<file path="config.mk">
export PLATFORM = sky130hd
export DESIGN_NAME = irq_status_ctrl
export DESIGN_NICKNAME = d
export VERILOG_FILES = /design/src/rtl/isc_pkg.sv /design/src/rtl/isc_debounce.sv /design/src/rtl/isc_pending.sv /design/src/rtl/isc_channel.sv /design/src/rtl/irq_status_ctrl.sv
export SDC_FILE = /design/constraint.sdc
export NUM_CORES = 1
export LEC_CHECK = 0
export BUFFER_PORTS_ARGS = -buffer_cell sky130_fd_sc_hd__buf_2
export CAP_MARGIN = 0
export CORE_ASPECT_RATIO = 0.5
export CORE_UTILIZATION = 60
export CTS_BUF_LIST = sky130_fd_sc_hd__clkbuf_8
export CTS_CLUSTER_SIZE = 20
export DETAILED_ROUTE_END_ITERATION = 10
export PLACE_DENSITY = 0.95
export SLEW_MARGIN = 20
export SYNTH_ARGS = -nofsm -noshare
export SYNTH_HDL_FRONTEND = slang
export SYNTH_SLANG_ARGS = --single-unit
</file>
<file path="constraint.sdc">
create_clock -name clk -period 4.9 [get_ports clk]
set_clock_uncertainty 0.15 [all_clocks]
set_input_delay 0.735 -clock clk [delete_from_list [all_inputs] [get_ports clk]]
set_output_delay 0.735 -clock clk [all_outputs]
set_load 0.02 [all_outputs]
</file>
<file path="src/rtl/isc_pkg.sv">
package isc_pkg;
    localparam int REG_W    = 8;
    localparam int NUM_REGS = 2;
    localparam int NUM_DB   = 2;
    localparam int RST_BIT  = 5;

    typedef logic [REG_W-1:0] reg_t;

    typedef enum logic {
        DB_STABLE  = 1'b0,
        DB_QUALIFY = 1'b1
    } db_state_e;

    typedef enum logic {
        CH_QUIET  = 1'b0,
        CH_RAISED = 1'b1
    } ch_state_e;
endpackage

</file>
<file path="src/rtl/isc_debounce.sv">
module isc_debounce
    import isc_pkg::*;
#(
    parameter int CNT_W = 8
) (
    input  logic             clk,
    input  logic             rst_n,
    input  logic             tick,
    input  logic             raw,
    input  logic [CNT_W-1:0] limit,
    output logic             filt,
    output logic             flip
);
    localparam int CW1 = CNT_W + 1;

    db_state_e        state_q, state_d;
    logic [CNT_W-1:0] cnt_q, cnt_d;
    logic             filt_q, filt_d;
    logic             reached;

    assign reached = ({1'b0, cnt_q} + CW1'(1)) >= {1'b0, limit};

    always_ff @(posedge clk) begin
        if (!rst_n) begin
            state_q <= DB_STABLE;
            cnt_q   <= '0;
            filt_q  <= 1'b0;
        end else begin
            state_q <= state_d;
            cnt_q   <= cnt_d;
            filt_q  <= filt_d;
        end
    end

    always_comb begin
        state_d = state_q;
        cnt_d   = cnt_q;
        filt_d  = filt_q;
        unique case (state_q)
            DB_STABLE: begin
                if (raw != filt_q) begin
                    state_d = DB_QUALIFY;
                    cnt_d   = '0;
                end
            end
            DB_QUALIFY: begin
                if (raw == filt_q) begin
                    state_d = DB_STABLE;
                    cnt_d   = '0;
                end else if (tick) begin
                    if (reached) begin
                        filt_d  = raw;
                        state_d = DB_STABLE;
                        cnt_d   = '0;
                    end else begin
                        cnt_d = cnt_q + CNT_W'(1);
                    end
                end
            end
        endcase
    end

    always_comb begin
        filt = filt_q;
        flip = (state_q == DB_QUALIFY) && (raw != filt_q) && tick && reached;
    end

    AST_DB_TICK_ONLY: assert property (@(posedge clk) disable iff (!rst_n)
        !tick |=> $stable(filt_q));
    AST_DB_AGREE_HOLD: assert property (@(posedge clk) disable iff (!rst_n)
        (raw == filt_q) |=> $stable(filt_q));
endmodule

</file>
<file path="src/rtl/isc_pending.sv">
module isc_pending
    import isc_pkg::*;
#(
    parameter reg_t RST_VAL = '0
) (
    input  logic clk,
    input  logic rst_n,
    input  reg_t ev,
    input  reg_t mask,
    input  logic clr,
    output reg_t pend
);
    reg_t pend_q;

    always_ff @(posedge clk) begin
        if (!rst_n) pend_q <= RST_VAL;
        else        pend_q <= (clr ? '0 : pend_q) | (ev & ~mask);
    end

    assign pend = pend_q;

    AST_MASK_GATES: assert property (@(posedge clk) disable iff (!rst_n)
        |(mask & ~pend_q) |=> ((pend_q & $past(mask & ~pend_q)) == '0));
    AST_READ_CLEARS: assert property (@(posedge clk) disable iff (!rst_n)
        clr && ((ev & ~mask) == '0) |=> (pend_q == '0));
endmodule

</file>
<file path="src/rtl/isc_channel.sv">
module isc_channel
    import isc_pkg::*;
(
    input  logic clk,
    input  logic rst_n,
    input  logic new_ev,
    input  logic rd_stb,
    input  logic rd_sel,
    output logic chan
);
    ch_state_e           state_q, state_d;
    logic [NUM_REGS-1:0] seen_q, seen_d, seen_or;

    assign seen_or = seen_q | (NUM_REGS'(1) << rd_sel);

    always_ff @(posedge clk) begin
        if (!rst_n) begin
            state_q <= CH_RAISED;
            seen_q  <= '0;
        end else begin
            state_q <= state_d;
            seen_q  <= seen_d;
        end
    end

    always_comb begin
        state_d = state_q;
        seen_d  = seen_q;
        unique case (state_q)
            CH_QUIET: begin
                if (new_ev) begin
                    state_d = CH_RAISED;
                    seen_d  = '0;
                end
            end
            CH_RAISED: begin
                if (new_ev) begin
                    seen_d = '0;
                end else if (rd_stb) begin
                    if (&seen_or) begin
                        state_d = CH_QUIET;
                        seen_d  = '0;
                    end else begin
                        seen_d = seen_or;
                    end
                end
            end
        endcase
    end

    always_comb chan = (state_q == CH_RAISED);

    AST_CHAN_HOLD: assert property (@(posedge clk) disable iff (!rst_n)
        (state_q == CH_RAISED) && !rd_stb |=> (state_q == CH_RAISED));
endmodule

</file>
<file path="src/rtl/irq_status_ctrl.sv">
module irq_status_ctrl
    import isc_pkg::*;
#(
    parameter int CNT_W = 8,
    parameter int LVL_N = 4
) (
    input  logic             clk,
    input  logic             rst_n,
    input  logic             tick,
    input  logic             raw_hook,
    input  logic             raw_lim,
    input  logic [CNT_W-1:0] hook_cnt,
    input  logic [CNT_W-1:0] lim_cnt,
    input  logic [LVL_N-1:0] lvl_in,
    input  logic             cid_req,
    input  logic [REG_W-1:0] mask0,
    input  logic [REG_W-1:0] mask1,
    input  logic             rd_stb,
    input  logic             rd_sel,
    output logic [REG_W-1:0] rd_data,
    output logic             int_n,
    output logic             chan_ind
);
    logic [NUM_DB-1:0]            db_raw, db_filt, db_flip;
    logic [NUM_DB-1:0][CNT_W-1:0] db_lim;
    logic [NUM_REGS-1:0][REG_W-1:0] ev, msk, stat, pend;
    logic [NUM_REGS-1:0]          clr_en;
    logic [LVL_N-1:0]             lvl_q;
    logic                         cid_q, rst_stat, new_ev;

    assign db_raw    = {raw_lim, raw_hook};
    assign db_lim[0] = hook_cnt;
    assign db_lim[1] = lim_cnt;

    for (genvar g = 0; g < NUM_DB; g++) begin : g_db
        isc_debounce #(.CNT_W(CNT_W)) u_db (
            .clk   (clk),
            .rst_n (rst_n),
            .tick  (tick),
            .raw   (db_raw[g]),
            .limit (db_lim[g]),
            .filt  (db_filt[g]),
            .flip  (db_flip[g])
        );
    end

    always_ff @(posedge clk) begin
        if (!rst_n) begin
            lvl_q    <= '0;
            cid_q    <= 1'b0;
            rst_stat <= 1'b1;
        end else begin
            lvl_q <= lvl_in;
            cid_q <= cid_req;
            if (rd_stb && !rd_sel) rst_stat <= 1'b0;
        end
    end

    assign ev[0]  = REG_W'(db_flip);
    assign ev[1]  = REG_W'({lvl_in ^ lvl_q, cid_req & ~cid_q});
    assign msk[0] = mask0;
    assign msk[1] = mask1;

    always_comb begin
        stat[0]          = REG_W'(db_filt);
        stat[0][RST_BIT] = rst_stat;
        stat[1]          = REG_W'({lvl_q, cid_q});
    end

    for (genvar g = 0; g < NUM_REGS; g++) begin : g_reg
        assign clr_en[g] = rd_stb && (rd_sel == 1'(g));
        isc_pending #(.RST_VAL(reg_t'(g == 0 ? (1 << RST_BIT) : 0))) u_pend (
            .clk   (clk),
            .rst_n (rst_n),
            .ev    (ev[g]),
            .mask  (msk[g]),
            .clr   (clr_en[g]),
            .pend  (pend[g])
        );
    end

    assign new_ev = |((ev[0] & ~msk[0]) | (ev[1] & ~msk[1]));

    isc_channel u_chan (
        .clk    (clk),
        .rst_n  (rst_n),
        .new_ev (new_ev),
        .rd_stb (rd_stb),
        .rd_sel (rd_sel),
        .chan   (chan_ind)
    );

    assign rd_data = stat[rd_sel];
    assign int_n   = ~|pend;

    AST_CHAN_COVERS: assert property (@(posedge clk) disable iff (!rst_n)
        !chan_ind |-> int_n);
    AST_CID_RISE_ONLY: assert property (@(posedge clk) disable iff (!rst_n)
        (cid_q && !cid_req) |=> !$rose(pend[1][0]));
    AST_RST_STAT_STICKY: assert property (@(posedge clk) disable iff (!rst_n)
        rst_stat && !(rd_stb && !rd_sel) |=> rst_stat);
    AST_LEVEL_ANYEDGE: assert property (@(posedge clk) disable iff (!rst_n)
        (((lvl_in ^ lvl_q) & ~mask1[LVL_N:1]) != '0) |=> !int_n);
endmodule

</file>
==> out/qor.csv <==
metric;value;unit
final_nets;379;
grt_max_degree;20;
fmax;332;MHz
synth_compound_area_share;13.5;%
drive_gt1_share;21.1;%
start_util;64.5;%
fin_tns_setup;0;ns
synth_area_per_cell;8.21;µm²
pre_cts_slack;1.64;ns
cts_buffers;5;
tightest_slew;0.681;ns
grt_pass1_wl;8.55;mm
grt_pass1_vias;1999;
overflow;0;
hold_class;reg2reg;
synthCells;277;
die_y;45.5;µm
power_density;229;nW/µm²
hold_viol;0;
portBuffers;42;
max-vdd-ir-drop;0.138;mV
setup_slack;1.89;ns
cp_num_buf_inv;0;
postCtsHoldBufs;0;
synth_top_family_by_area;simple AND/OR/NAND/NOR gates;
drc;0;
path_class;reg2reg;
cp-end-kind;flop;
synthArstFlopShare;0;%
synth_top_area_share;31.7;%
synthAdderAreaFrac;9.90;%
synth.area.mux_share;2.75;%
cts_resized;0;
critPathMaxFanout;15;
hold_ws;0.327;ns
synth_edf_count;0;
dp_hpwl;3.97;mm
critical_path.top_delay_family;simple AND/OR/NAND/NOR gates;
dieWidth;89.1;µm
finalNonFillerCells;369;
cts_tree;yes;
slew-limit-headroom;54.6;%
synth_top_cell_by_area;dfxtp_1;
yosys_warnings;0;
clk_path_buf_depth;2;
rsz0062_at_grt;false;
routed_wl;5.22;mm
syn-cell-area;2270;µm²
antenna_found_initial;0;
wl_per_cell;14.2;µm
first_iter_violations;95;
status;complete, no violations;
startpoint_type;flop;
ys_ff_latch;36;
clkTransAtPathRegs;0.08;ns
synth_area_leaders;dfxtp_1, ha_1, nand2_1;
cts.sink_count;36;
row_count;15;
finalMaxSlewViolations;0;
cts_setup_buffers;0;
worstPathCellList;nand3_1 -> or2_2 -> xnor2_1 -> ha_1 -> and3_1 -> nand4_1 -> a311oi_1 -> nor4b_1;
synth-main-ff-cell;dfxtp_1;
synth.distinct_cells;52;
period_minus_slack;3.01;ns
grtUsageTotal;28.5;%
finalPower;0.593;mW
num_vias;2168;
ys_seq_area_share;31.7;%
leakage;1.17;nW
period_share;61.4;%
gp_congestion;0.854;
insertion_delay;0.29;ns
dr.pass1.iters;4;
die_area;4060;µm²
max_stage_delay;0.52;ns
place_inst;361;
avgViaCountPerCell;5.88;
area_delta_synth_final;13.9;%
fillerInstances;285;
io_pins;54;
synth-simple-area-share;29.6;%
cp_slowest_cell;nand4_1;
diodes;0;
max-cap-violations;0;
crit_required;4.92;ns
reg2reg_setup_slack;1.89;ns
synth_xor_area_share;6.93;%
core_area;3530;µm²
crit_arrival;3.03;ns
htree_levels;2;
drtAntennaViolNets;0;
cts-root-buf;clkbuf_8;
setup_violations;0;
## final timing paths
kind / to / cells after the start / start
worst max-delay path: u_chan.seen_q[0]$_SDFFE_PN0P_ / 8 / g_db[1].u_db.cnt_q[2]$_SDFFE_PN0P_
worst min-delay path: g_reg[0].u_pend.pend[1]$_SDFF_PN0_ / 2 / g_reg[0].u_pend.pend[1]$_SDFF_PN0_
worst max register to register: u_chan.seen_q[0]$_SDFFE_PN0P_ / 8 / g_db[1].u_db.cnt_q[2]$_SDFFE_PN0P_
worst min register to register: g_reg[0].u_pend.pend[1]$_SDFF_PN0_ / 2 / g_reg[0].u_pend.pend[1]$_SDFF_PN0_
## final cells by class
type | instances | area, µm² | area share (%)
clock buffers | 5 | 68.8 | 2.66
clock inverters | 3 | 18.8 | 0.724
inverters | 19 | 71.3 | 2.75
multi-input cells | 213 | 1440 | 55.5
flip-flops and latches | 36 | 721 | 27.8
well taps | 51 | 63.8 | 2.46
repair buffers | 42 | 210 | 8.11
## kinds of logic after synthesis
family | count (synthesis)
other cells | 1
mux | 6
xor+xnor | 18
compound gates | 42
simple gates | 127
flops | 36
fa+ha+maj | 18
buf+inv | 29
## cells in the mapped netlist, types with 3 or more instances
library cell	n
dfxtp_1	36
a31oi_1	4
xor2_1	6
nand2_1	43
xnor2_1	12
nand4b_1	6
nand3_1	11
nand4_1	12
buf_4	3
mux2i_1	4
a21oi_1	16
ha_1	18
nor2_1	16
nor3_1	6
and2_1	8
inv_1	18
clkbuf_1	4
o21ai_0	5
nand3_2	3
nor2b_1	3
## per-stage QoR
stage          instance area [µm²]  utilization [%]
2_1_floorplan                 2280                -
3_3_place_gp                  2500             70.9
6_report                      2590             73.4
3_5_place_dp                  2500             70.9
4_1_cts                       2590             73.3
5_1_grt                       2590             73.4
## worst register-to-register path, stage by stage, from the launching register on
cell and delay (ns):
dfxtp_1 0.44, nand3_1 0.21, or2_2 0.38, xnor2_1 0.14, ha_1 0.28, and3_1 0.18
nand4_1 0.52, a311oi_1 0.51, nor4b_1 0.10
## cells in the final DEF (no fill, tap or decap), types with 3 or more instances in the layout
cell type  netlist  final
o21ai_0          5      5
xor2_1           6      6
xnor2_1         12     12
nor2_1          16     16
nor3_1           6      6
nand4b_1         6      6
ha_1            18     18
nand3_1         11     11
nand2_1         43     43
buf_2            2     42
clkbuf_8         0      5
nand4_1         12     12
and2_1           8      8
nor2b_1          3      3
mux2i_1          4      4
dfxtp_1         36     36
nand3_2          3      3
a31oi_1          4      4
inv_1           18     18
a21oi_1         16     15
## sequential cells by signal (all words and copies together) (netlist names)
| name | count |
|---|---|
| g_db.u_db.cnt_q | 16 |
| g_db.u_db.state_q | 2 |
| u_chan.chan | 1 |
| g.u_pend.pend | 8 |
| lvl_q | 4 |
| g_db.u_db.filt | 2 |
| u_chan.seen_q | 2 |
| cid_q | 1 |
## metal layers
layer / wire length [µm] / vias up / track usage, %
li1: - / 1051 / -
met1: 2020 / 1014 / 31.1
met2: 2750 / 83 / 54.5
met3: 318 / 20 / 6.52
met4: 136 / 0 / 12.7
met5: 0 / - / 0
## power by group
part,leakage [nW],total (mW),switching [mW],internal (mW)
Combinational,0.825,0.0741,0.0429,0.0312
Clock,0.0479,0.214,0.114,0.0991
Sequential,0.293,0.305,0.00537,0.300
Power figures use the tool's default switching activity.
